**config.mk**
```make
export PLATFORM = sky130hd
export DESIGN_NAME = txn_nest_unit
export DESIGN_NICKNAME = d
export VERILOG_FILES = /design/src/rtl/txn_nest_pkg.sv /design/src/rtl/txn_target_calc.sv /design/src/rtl/txn_nest_ctrl.sv /design/src/rtl/txn_depth_ctr.sv /design/src/rtl/txn_nest_unit.sv
export SDC_FILE = /design/constraint.sdc
export NUM_CORES = 1
export LEC_CHECK = 0
export BUFFER_PORTS_ARGS = -buffer_cell sky130_fd_sc_hd__buf_2
export CAP_MARGIN = 40
export CORE_ASPECT_RATIO = 1.5
export CORE_MARGIN = 5
export CORE_UTILIZATION = 45
export DETAILED_ROUTE_END_ITERATION = 16
export PLACE_DENSITY = 0.67
export SKIP_LAST_GASP = 1
export SLEW_MARGIN = 20
export SYNTH_ARGS = -nofsm -noshare
export SYNTH_HDL_FRONTEND = slang
export SYNTH_SLANG_ARGS = --single-unit
```
**constraint.sdc**
```tcl
create_clock -name clk -period 10.77 [get_ports clk]
set_input_delay 1.077 -clock clk [delete_from_list [all_inputs] [get_ports clk]]
set_output_delay 1.077 -clock clk [all_outputs]
set_load 0.01 [all_outputs]
```
**src/rtl/txn_nest_pkg.sv**
```systemverilog
package txn_nest_pkg;

  typedef enum logic [2:0] {
    ACT_IDLE   = 3'd0,
    ACT_ENTER  = 3'd1,
    ACT_NEST   = 3'd2,
    ACT_FAULT  = 3'd3,
    ACT_UNNEST = 3'd4,
    ACT_COMMIT = 3'd5,
    ACT_ABORT  = 3'd6
  } txn_act_e;

endpackage

```
**src/rtl/txn_target_calc.sv**
```systemverilog
module txn_target_calc #(
  parameter int ADDR_W    = 64,
  parameter int IMM_W     = 32,
  parameter int SHORT_W   = 16,
  parameter int NARROW_W  = 32,
  parameter int CANON_MSB = 47
) (
  input  logic [IMM_W-1:0]    imm,
  input  logic                wide,
  input  logic [ADDR_W-1:0]   next_ip,
  input  logic                mode64,
  input  logic [NARROW_W-1:0] cs_limit,
  output logic [ADDR_W-1:0]   target,
  output logic                illegal
);

  localparam int CANON_W = ADDR_W - CANON_MSB;

  logic [ADDR_W-1:0]   disp;
  logic [ADDR_W-1:0]   sum_full;
  logic [NARROW_W-1:0] sum_narrow;
  logic [CANON_W-1:0]  canon_field;
  logic                canonical;

  // Sign-extend the displacement from whichever width was selected
  always_comb begin
    if (wide)
      disp = {{(ADDR_W-IMM_W){imm[IMM_W-1]}}, imm};
    else
      disp = {{(ADDR_W-SHORT_W){imm[SHORT_W-1]}}, imm[SHORT_W-1:0]};
  end

  assign sum_full    = next_ip + disp;
  assign sum_narrow  = next_ip[NARROW_W-1:0] + disp[NARROW_W-1:0];
  assign canon_field = sum_full[ADDR_W-1:CANON_MSB];
  assign canonical   = (&canon_field) | ~(|canon_field);

  always_comb begin
    if (mode64) begin
      target  = sum_full;
      illegal = ~canonical;
    end else begin
      target  = {{(ADDR_W-NARROW_W){1'b0}}, sum_narrow};
      illegal = (sum_narrow > cs_limit);
    end
  end

endmodule

```
**src/rtl/txn_nest_ctrl.sv**
```systemverilog
module txn_nest_ctrl
  import txn_nest_pkg::*;
#(
  parameter int MAX_NEST = 7,
  parameter int DEPTH_W  = 3
) (
  input  logic               begin_vld,
  input  logic               end_vld,
  input  logic               abort_vld,
  input  logic [DEPTH_W-1:0] depth,
  input  logic               illegal,
  output txn_act_e           act
);

  localparam logic [DEPTH_W-1:0] MAX_D = DEPTH_W'(MAX_NEST);
  localparam logic [DEPTH_W-1:0] ONE_D = DEPTH_W'(1);

  logic at_zero;
  logic at_max;

  assign at_zero = (depth == '0);
  assign at_max  = (depth == MAX_D);

  // Priority: abort, then begin, then end
  always_comb begin
    act = ACT_IDLE;
    if (abort_vld) begin
      if (!at_zero) act = ACT_ABORT;
    end else if (begin_vld) begin
      if (at_max)       act = ACT_ABORT;
      else if (at_zero) act = illegal ? ACT_FAULT : ACT_ENTER;
      else              act = ACT_NEST;
    end else if (end_vld) begin
      if (at_zero)            act = ACT_FAULT;
      else if (depth == ONE_D) act = ACT_COMMIT;
      else                    act = ACT_UNNEST;
    end
  end

endmodule

```
**src/rtl/txn_depth_ctr.sv**
```systemverilog
module txn_depth_ctr
  import txn_nest_pkg::*;
#(
  parameter int DEPTH_W = 3
) (
  input  logic               clk,
  input  logic               rst_n,
  input  txn_act_e           act,
  output logic [DEPTH_W-1:0] depth,
  output logic               active
);

  always_ff @(posedge clk) begin
    if (!rst_n) begin
      depth  <= '0;
      active <= 1'b0;
    end else begin
      unique case (act)
        ACT_ENTER: begin
          depth  <= DEPTH_W'(1);
          active <= 1'b1;
        end
        ACT_NEST:   depth <= depth + DEPTH_W'(1);
        ACT_UNNEST: depth <= depth - DEPTH_W'(1);
        ACT_COMMIT, ACT_ABORT: begin
          depth  <= '0;
          active <= 1'b0;
        end
        default: ;
      endcase
    end
  end

endmodule

```
**src/rtl/txn_nest_unit.sv**
```systemverilog
module txn_nest_unit
  import txn_nest_pkg::*;
#(
  parameter int MAX_NEST  = 7,
  parameter int ADDR_W    = 64,
  parameter int IMM_W     = 32,
  parameter int SHORT_W   = 16,
  parameter int NARROW_W  = 32,
  parameter int CANON_MSB = 47,
  localparam int DEPTH_W  = $clog2(MAX_NEST + 1)
) (
  input  logic                clk,
  input  logic                rst_n,
  input  logic                begin_vld,
  input  logic                begin_wide,
  input  logic [IMM_W-1:0]    begin_imm,
  input  logic [ADDR_W-1:0]   begin_next_ip,
  input  logic                end_vld,
  input  logic                abort_vld,
  input  logic                mode64,
  input  logic [NARROW_W-1:0] cs_limit,
  output logic                tx_active,
  output logic [DEPTH_W-1:0]  tx_depth,
  output logic [ADDR_W-1:0]   fallback_ip,
  output logic                gp_fault,
  output logic                commit_pulse,
  output logic                redirect_vld,
  output logic [ADDR_W-1:0]   redirect_ip
);

  logic [ADDR_W-1:0] cand_target;
  logic              cand_illegal;
  txn_act_e          act;

  txn_target_calc #(
    .ADDR_W   (ADDR_W),
    .IMM_W    (IMM_W),
    .SHORT_W  (SHORT_W),
    .NARROW_W (NARROW_W),
    .CANON_MSB(CANON_MSB)
  ) u_calc (
    .imm     (begin_imm),
    .wide    (begin_wide),
    .next_ip (begin_next_ip),
    .mode64  (mode64),
    .cs_limit(cs_limit),
    .target  (cand_target),
    .illegal (cand_illegal)
  );

  txn_nest_ctrl #(
    .MAX_NEST(MAX_NEST),
    .DEPTH_W (DEPTH_W)
  ) u_ctrl (
    .begin_vld(begin_vld),
    .end_vld  (end_vld),
    .abort_vld(abort_vld),
    .depth    (tx_depth),
    .illegal  (cand_illegal),
    .act      (act)
  );

  txn_depth_ctr #(
    .DEPTH_W(DEPTH_W)
  ) u_depth (
    .clk   (clk),
    .rst_n (rst_n),
    .act   (act),
    .depth (tx_depth),
    .active(tx_active)
  );

  always_ff @(posedge clk) begin
    if (!rst_n) begin
      fallback_ip  <= '0;
      redirect_ip  <= '0;
      gp_fault     <= 1'b0;
      commit_pulse <= 1'b0;
      redirect_vld <= 1'b0;
    end else begin
      gp_fault     <= (act == ACT_FAULT);
      commit_pulse <= (act == ACT_COMMIT);
      redirect_vld <= (act == ACT_ABORT);
      if (act == ACT_ENTER) fallback_ip <= cand_target;
      if (act == ACT_ABORT) redirect_ip <= fallback_ip;
    end
  end

endmodule

```
==> results.md, run 1 <==
* Layout area overhead at 20.61%
* Wirelength, routed at 34650 um
* Clock Pin Slew Worst Setup and Hold Paths at 60 ps
* Synth area leader: dfxtp_1
* FF-to-FF End: fallback_ip[48]$_SDFFE_PN0P_
* Final ANT Viol Nets at 0
* Unique masters post-synth at 77
* Crit Path Max Fanout at 49
* CTS tree: built
* All-Layer GR Usage at 0.2503
* # H-tree levels at 4
* # setup viols final at 0
* CTS root buffer: clkbuf_16
* Reg area at 2703 um^2
* CORE AREA at 23060 um^2
* Final RePlAce weighted congestion at 0.9535
* Cell Area, Synth at 10520 um^2
* # DRC at 0
* P_leak at 6.209 nW
* DIE HEIGHT at 197.2 um
* Max Clk Rate at 0.1304 GHz
* Worst Hold Path EP: fallback_ip[14]$_SDFFE_PN0P_
* Max-Cap Viols at 0
* # resized after CTS at 0
* Slew @ Worst Pin at 792.5 ps
* Multi-input gate area at 7335 um^2
* Initial drt markers at 668
* Setup TNS at 0 ps
* Drt via density at 5.582
* Share of cells above drive strength 1 at 0.2073
* Floorplan row count at 68
* Count of input and output buffers at 269
* Pins Over Slew Limit at 0
* Avg Inst Size Synth at 7.658 um^2
* Cell Pwr Density at 159.5 nW/um^2
* RR Startpoint: u_depth.depth[0]$_SDFFE_PN0P_
* Most used cell, CP: nor2_1
* Top_reg_cell synth: dfxtp_1
* Tmin final at 7667 ps
* HP Start: fallback_ip[14]$_SDFFE_PN0P_
* Asr flop ratio synth at 0
* Most instantiated library cell after synthesis: nand2_1
* Fin crit share at 0.7119
* Critical Path RT at 11020 ps
* Syn Inst Count at 1373
* Post-CTS Setup Inserts at 0
* Synth warn at 0
* Post-synth top cells: nand2_1, nor2_1, dfxtp_1
* Hold depth at 2
* Post-detail-place hpwl at 28320 um
* Largest net degree at the start of global routing at 81
* Setup Skew at 6.382 ps
* Number of synthesized flops with an enable pin at 0
* Final Power at 2.023 mW
* CTS Buffer Depth at 2
* Fill cells at 2250
* I/O pin cnt at 270
* Crit path max-delay family: simple AND/OR/NAND/NOR gates
* Critical Path AT at 7920 ps
* Setup CP Type: input port to flip-flop
* Synthesized flop and latch total at 135
* Largest stage delay, worst path at 640 ps
* RSZ-0062 raised after global routing: no
* Die Area at 26590 um^2
* Nets at 1829
* Outcome: completed
* Slowest CP cell: buf_4
* Initial antenna violation count at 10
* Hold buffers post-CTS at 0
* Top cells by area, synth: dfxtp_1, ha_1, mux2i_1
* Post-Syn Nets at 1609
* Clk_lat worst skew at 410 ps
* Global-route wire length before repair at 53760 um
* CP endpoint kind: flip-flop
* Vias in the first global route at 10456
* Critical Path Start Type: input port
* CTS Sinks at 135
* Initial Util at 0.4560
* Worst Hold Class: flip-flop to flip-flop
* Die Wd at 134.8 um
* Pre-antenna DRT Iters at 5
* Slew headroom at 0.4647
* Grt ovf at 0
* Post-synthesis sequential area ratio at 0.2570
* Flop-to-flop setup slack at 6800 ps
* Via count at 10779
* Reg2reg path depth at 14
* Number of CTS-inserted buffers at 17
* Worst VDD drop at 0.0001131 V
* Per-cell routed wire length at 17.94 um
* Bufs and invs on worst path at 2
* Synth top area share at 0.2570
* Final Hold Viols at 0
-- how the worst max path moves through the flow --
stage	startpoint	endpoint	slack, ps	depth (start not counted)
after CTS	begin_wide	fallback_ip[48]$_SDFFE_PN0P_	3050	28
final	begin_wide	fallback_ip[48]$_SDFFE_PN0P_	3100	28
after global placement	begin_wide	fallback_ip[63]$_SDFFE_PN0P_	2860	28
after floorplan	begin_wide	fallback_ip[53]$_SDFFE_PN0P_	4270	30
after detailed placement	begin_wide	fallback_ip[48]$_SDFFE_PN0P_	2680	28
after global routing	begin_wide	fallback_ip[52]$_SDFFE_PN0P_	2400	28
-- cell type report --
type | instances | area share
clock buffer | 19 | 0.03571
tap | 315 | 0.03108
clock inverter | 13 | 0.01509
sequential | 135 | 0.2131
timing repair buffer | 274 | 0.1109
inverter | 46 | 0.01381
antenna | 10 | 0.001973
multi-input combinational | 1119 | 0.5783
-- worst min-delay path, stage by stage, from the launching register on --
cell and delay [ps]:
dfxtp_1 310, nand2_1 60, mux2i_1 50
-- power breakdown --
part,internal [mW],switching (mW)
Clock,0.403,0.218
Combinational,0.324,0.506
Sequential,0.538,0.0332
-- logic make-up (layout without fill, tap and decap cells) --
kind of cell | after synthesis | after routing | share of synthesized area
multiplexers | 116 | 116 | 0.1105
buffers and inverters | 119 | 352 | 0.04712
flip-flops | 135 | 135 | 0.2570
XOR/XNOR | 62 | 62 | 0.05164
AO/OA/AOI/OAI | 310 | 310 | 0.1866
adder cells (fa/ha/maj) | 101 | 101 | 0.1209
other | 0 | 10 | 0
AND/OR/NAND/NOR | 530 | 530 | 0.2262
-- layer usage --
layer	track usage	vias to the layer above	wire, um
met1	0.2922	4997	14020
met3	0.02574	84	1580
met4	0.1509	0	1726
met2	0.4385	361	17320
li1	-	5337	-
met5	0	-	0
-- flip-flops by register name (all words and copies together), names as in the netlist --
name            flops
u_depth.active      1
commit_pulse        1
fallback_ip        64
u_depth.depth       3
gp_fault            1
redirect_vld        1
redirect_ip        64
-- stage by stage --
| stage | hold WS, ps | worst slack, ps | cells | cell area [um^2] | util |
|---|---|---|---|---|---|
| final | 474.1 | 3103 | 1931 | 12680 | 0.5500 |
| after global routing | 498.1 | 2404 | 1931 | 12680 | 0.5500 |
| after CTS | 475.3 | 3048 | 1921 | 12660 | 0.5489 |
| after detailed placement | 464.2 | 2683 | 1889 | 12010 | 0.5210 |
| after global placement | 456.5 | 2858 | 1888 | 11980 | 0.5197 |
| after floorplan | 490.4 | 4272 | 1373 | 10520 | - |
-- cells in the final DEF, fill, tap and decap left out, drive strengths merged, types with 3 or more instances in the layout --
cell type / count
a21o: 23
a31oi: 9
inv: 50
a2111oi: 3
diode: 10
a221oi: 3
o21bai: 8
nor3: 16
o21ai: 87
nor2b: 12
clkinv: 5
nand2b: 9
o21a: 13
o211ai: 8
nor2: 145
o41ai: 3
o31ai: 4
buf: 274
or3: 8
nor4: 12
nand2: 239
a21boi: 7
and2: 6
clkbuf: 19
xor2: 28
ha: 100
nand4: 46
xnor2: 34
nand3: 18
and3: 6
mux2i: 115
or4: 4
a211o: 4
dfxtp: 135
a211oi: 14
a21oi: 101
bufinv: 4
(Power assumes the default switching activity.)
==> inputs of run 2 (changes only) <==
Settings changed: PLACE_DENSITY 0.67 to 0.69.
Clock period 10.77 ns to 6.2 ns, I/O delays scaled along.
==> run 2 against run 1 <==
Net effect:
- worst setup slack worse by 2600 ps
- register-to-register slack worse by 4000 ps
- core utilization up 1.4 points
- clock power up 66%
==> results.md, run 2 (synthesis gave the netlist of run 1 again) <==
* RSZ-0062 raised after global routing: no
* Initial drt markers at 636
* Outcome: completed
* I/O pin cnt at 270
* Grt ovf at 0
* Largest stage delay, worst path at 510 ps
* RR Startpoint: u_depth.depth[0]$_SDFFE_PN0P_
* Largest regs: fallback_ip: 64 flops, redirect_ip: 64 flops, u_depth.depth: 3 flops
* DIE HEIGHT at 197.2 um
* CORE AREA at 23060 um^2
* HP Start: fallback_ip[58]$_SDFFE_PN0P_
* Worst Hold Path EP: fallback_ip[58]$_SDFFE_PN0P_
* Count of input and output buffers at 269
* Vias in the first global route at 10423
* Pins Over Slew Limit at 0
* CTS tree: built
* Reg2reg path depth at 14
* Drt via density at 5.563
* Commonest non-fill, non-tap cells in the layout: buf_2, nand2_1, nor2_1, dfxtp_1, mux2i_1
* Floorplan row count at 68
* Largest net degree at the start of global routing at 80
* Global-route wire length before repair at 54050 um
* Fin crit share at 0.9257
* Initial antenna violation count at 7
* Critical Path RT at 6530 ps
* Final setup margin at 460.4 ps
* Most used cell, CP: nor2_1
* Final RePlAce weighted congestion at 0.9681
* Final ANT Viol Nets at 0
* Critical Path AT at 6070 ps
* Via count at 10942
* Setup Skew at 8.386 ps
* Slew @ Worst Pin at 782.1 ps
* CTS root buffer: clkbuf_16
* Most common cell after layout, fill and taps aside: buf_2
* Slowest CP cell: or4_1
* Bufs and invs on worst path at 2
* Pre-CTS WS at -117.4 ps
* P_leak at 6.409 nW
* Max Clk Rate at 0.1742 GHz
* CTS Buffer Depth at 2
* Hold depth at 2
* Clk_lat worst skew at 410 ps
* Per-cell routed wire length at 17.99 um
* Die Wd at 134.8 um
* Share of cells above drive strength 1 at 0.2266
* Initial Util at 0.4560
* CP endpoint kind: flip-flop
* All-Layer GR Usage at 0.2531
* Worst Hold Class: flip-flop to flip-flop
* Worst VDD drop at 0.0001859 V
* # DRC at 0
* Post-route insts no fill at 1967
* Hold buffers post-CTS at 0
* Crit Path Max Fanout at 17
* Placed Cells at 1927
* Setup CP Type: input port to flip-flop
* Layout area overhead at 23.75%
* Cell Pwr Density at 272.3 nW/um^2
* Slew headroom at 0.4751
* Flop-to-flop setup slack at 2800 ps
* Critical Path Start Type: input port
* Final Hold Viols at 0
* FF-to-FF End: fallback_ip[51]$_SDFFE_PN0P_
* Crit path max-delay family: compound AO/OA/AOI/OAI gates
* # setup viols final at 0
* Die Area at 26590 um^2
* Pre-antenna DRT Iters at 5
* Max-Cap Viols at 0
* # H-tree levels at 4
* Post-detail-place hpwl at 29070 um
* Setup TNS at 0 ps
* Nets at 1871
* Clock Pin Slew Worst Setup and Hold Paths at 50 ps
* CTS Sinks at 135
* Number of CTS-inserted buffers at 17
* Wirelength, routed at 35390 um
* Tmin final at 5740 ps
[run 2: changes by cell type in the layout (fill, tap and decap cells not counted), moves of 2 or more]
cell	previous run	this run
buf_4	5	42
diode_2	10	6
clkinvlp_4	0	2
inv_6	4	0
buf_12	0	2
clkbuf_1	0	2
clkbuf_8	2	4
buf_6	0	2
clkinv_4	3	1
[run 2: layout make-up]
class | count | area (um^2)
fill | 2193 | 10040
multi-input combinational | 1119 | 7350
sequential | 135 | 2703
timing repair buffer | 316 | 1772
clock buffer | 23 | 488.0
tap | 315 | 394.1
inverter | 46 | 172.7
clock inverter | 7 | 118.9
antenna | 6 | 15.01
[run 2: worst register-to-register path, cell delays in order (launching register included)]
cell	delay [ps]
dfxtp_1	450
inv_1	100
ha_1	240
nor2b_1	160
a211oi_1	250
a21oi_1	110
o21ai_0	120
nor4_1	80
a21oi_1	240
nor4b_2	250
a32oi_1	210
and2_4	260
or4_1	520
buf_4	220
o21ai_0	110
[run 2: worst max-delay path by stage]
stage,start,end,slack [ps],cells after the start
final,begin_imm[4],fallback_ip[51]$_SDFFE_PN0P_,460,28
after floorplan,begin_wide,fallback_ip[56]$_SDFFE_PN0P_,160,30
after CTS,begin_imm[4],fallback_ip[22]$_SDFFE_PN0P_,260,28
after detailed placement,begin_imm[4],fallback_ip[1]$_SDFFE_PN0P_,-120,28
after global placement,begin_imm[4],fallback_ip[2]$_SDFFE_PN0P_,60,28
after global routing,begin_wide,fallback_ip[47]$_SDFFE_PN0P_,30,28
[run 2: report_power, final]
group / internal, mW / switching, mW / total [mW]
clock network: 0.671 / 0.354 / 1.03
registers: 0.936 / 0.0571 / 0.993
logic: 0.622 / 0.904 / 1.53
total: 2.23 / 1.32 / 3.54
[run 2: through the flow]
step                hold WS, ps  area, um^2  power, mW  utilization
floorplan                 490.4       10520      2.037            -
global placement          453.9       12310      2.478       0.5337
detailed placement        468.4       12330      2.495       0.5349
CTS                       478.4       12940      3.523       0.5612
global route              498.1       13010      3.750       0.5644
finish                    476.1       13010      3.544       0.5644
[run 2: timing repair]
| item | CTS | global route |
|---|---|---|
| buffers inserted | 0 | 2 |
| gates resized for setup | 0 | 5 |
| setup endpoints to repair | 0 | 64 |
[run 2: layer usage]
metal | global-route usage | routed length (um) | share of wire | vias to the layer above
li1 | - | - | - | 5402
met1 | 0.2955 | 13990 | 0.40 | 5066
met2 | 0.4489 | 17900 | 0.51 | 391
met3 | 0.02905 | 1804 | 0.051 | 81
met4 | 0.1370 | 1680 | 0.047 | 2
met5 | 0 | 19 | 0.00054 | -
==> inputs of run 3 (changes only) <==
Settings changed: RECOVER_POWER from default to 50.
==> run 3 against run 2 <==
Net effect:
- core utilization down 0.72 points
- cell area down 1.3%
- sequential power about the same
- maximum frequency up 0.55%
- worst setup slack better by 32 ps
- worst hold slack better by 3.5 ps
- sequential cell count unchanged
- register-to-register slack about the same
- sequential share of layout area up 0.27 points
- wire length up 0.36%
==> results.md, run 3 (synthesis gave the netlist of run 1 again) <==
* Final Power at 3.529 mW
* Die Area at 26590 um^2
* Max-Cap Viols at 0
* Grt ovf at 0
* Slew @ Worst Pin at 803.8 ps
* Final setup margin at 492.0 ps
* Via count at 10942
* I/O pin cnt at 270
* Number of CTS-inserted buffers at 17
* Flop-to-flop setup slack at 2790 ps
* Die Wd at 134.8 um
* Final Hold Viols at 0
* Count of input and output buffers at 269
* # setup viols final at 0
* CTS Sinks at 135
* CTS root buffer: clkbuf_16
* Critical Path AT at 6030 ps
* Final ANT Viol Nets at 0
* Worst Hold Class: flip-flop to flip-flop
* Pre-CTS WS at -117.4 ps
* Initial Util at 0.4560
* Largest regs: fallback_ip: 64 flops, redirect_ip: 64 flops, u_depth.depth: 3 flops
* Pre-antenna DRT Iters at 5
* Drt via density at 5.560
* Final RePlAce weighted congestion at 0.9681
* Floorplan row count at 68
* Setup Skew at 9.721 ps
* Largest net degree at the start of global routing at 80
* Cell Pwr Density at 274.7 nW/um^2
* Hold Slack at 479.7 ps
* Per-cell routed wire length at 18.05 um
* Placed Cells at 1927
* Layout area overhead at 22.17%
* Clk_lat worst skew at 410 ps
* Nets at 1871
* Pins Over Slew Limit at 0
* Crit Path Max Fanout at 17
* Slew headroom at 0.4605
* Clock Pin Slew Worst Setup and Hold Paths at 50 ps
* Critical Path RT at 6530 ps
* Vias in the first global route at 10423
* CORE AREA at 23060 um^2
* RSZ-0062 raised after global routing: no
* Post-detail-place hpwl at 29070 um
* Global-route wire length before repair at 54050 um
* Tmin final at 5708 ps
* # H-tree levels at 4
* CP endpoint kind: flip-flop
* All-Layer GR Usage at 0.2531
* # DRC at 0
* P_leak at 5.820 nW
* DIE HEIGHT at 197.2 um
* Worst VDD drop at 0.0001851 V
* Share of cells above drive strength 1 at 0.1446
* Wirelength, routed at 35520 um
* CTS tree: built
* Commonest non-fill, non-tap cells in the layout: nand2_1, nor2_1, clkbuf_1, dfxtp_1, buf_2
* Setup CP Type: input port to flip-flop
* Post-route insts no fill at 1968
* Fin crit share at 0.9206
* Initial drt markers at 722
* Critical Path Start Type: input port
* Setup TNS at 0 ps
* Most common cell after layout, fill and taps aside: nand2_1
* Initial antenna violation count at 7
* Max Clk Rate at 0.1752 GHz
* CTS Buffer Depth at 2
* Outcome: completed
==> run 3: changes by cell type in the layout (fill, tap and decap cells not counted), sizes merged <==
cell    delta
buf      -135
clkbuf   +135
diode      +1
==> run 3: cell type report <==
cell class	count	area [um^2]
clock inverter	7	118.9
timing repair buffer	316	1603
clock buffer	23	488.0
multi-input combinational	1119	7350
inverter	46	172.7
antenna	7	17.52
fill	2266	10210
sequential	135	2703
tap	315	394.1
==> run 3: what timing repair did <==
action | CTS | global route
hold buffers | 0 | 0
resized for setup | 0 | 5
setup buffers | 0 | 2
setup endpoints to repair | 0 | 64
==> run 3: path summary, 6_finish.rpt <==
path,startpoint,cells past startpoint,to
worst max-delay path,begin_imm[4],28,fallback_ip[51]$_SDFFE_PN0P_
worst min-delay path,fallback_ip[26]$_SDFFE_PN0P_,2,fallback_ip[26]$_SDFFE_PN0P_
worst max register to register,u_depth.depth[0]$_SDFFE_PN0P_,14,fallback_ip[51]$_SDFFE_PN0P_
worst min register to register,fallback_ip[26]$_SDFFE_PN0P_,2,fallback_ip[26]$_SDFFE_PN0P_
==> run 3: metrics by stage <==
step	utilization	instance area [um^2]
4_1_cts	0.5612	12940
6_report	0.5571	12850
5_1_grt	0.5570	12840
3_3_place_gp	0.5337	12310
2_1_floorplan	-	10520
3_5_place_dp	0.5349	12330
==> run 3: critical path: stages <==
cell	delay (ps)
buf_2	100
ha_1	330
a211o_1	310
a21oi_1	230
o31a_1	220
nor2_1	70
o41a_1	430
a21oi_1	270
nor2_1	80
nor2_1	130
nor2_1	60
nor2_1	120
xnor2_1	110
ha_1	330
nand4_1	100
nor2_1	90
nand2_1	80
nor3_1	140
a31oi_1	100
o21ai_0	210
nor4_1	80
a21oi_1	240
nor4b_2	250
a32oi_1	210
and2_4	270
or4_1	510
buf_4	220
o21ai_0	110
==> run 3: metal layers <==
layer,GRT usage,up-vias,part of all wire
li1,-,5397,-
met4,0.1370,2,0.049
met2,0.4489,401,0.50
met3,0.02905,91,0.046
met5,0,-,0.00053
met1,0.2955,5051,0.40
==> run 3: report_power, final <==
| group | leakage [nW] | switching (mW) | internal, mW |
|---|---|---|---|
| clock | 0.291 | 0.354 | 0.671 |
| combinational | 4.44 | 0.905 | 0.605 |
| sequential | 1.09 | 0.0592 | 0.936 |
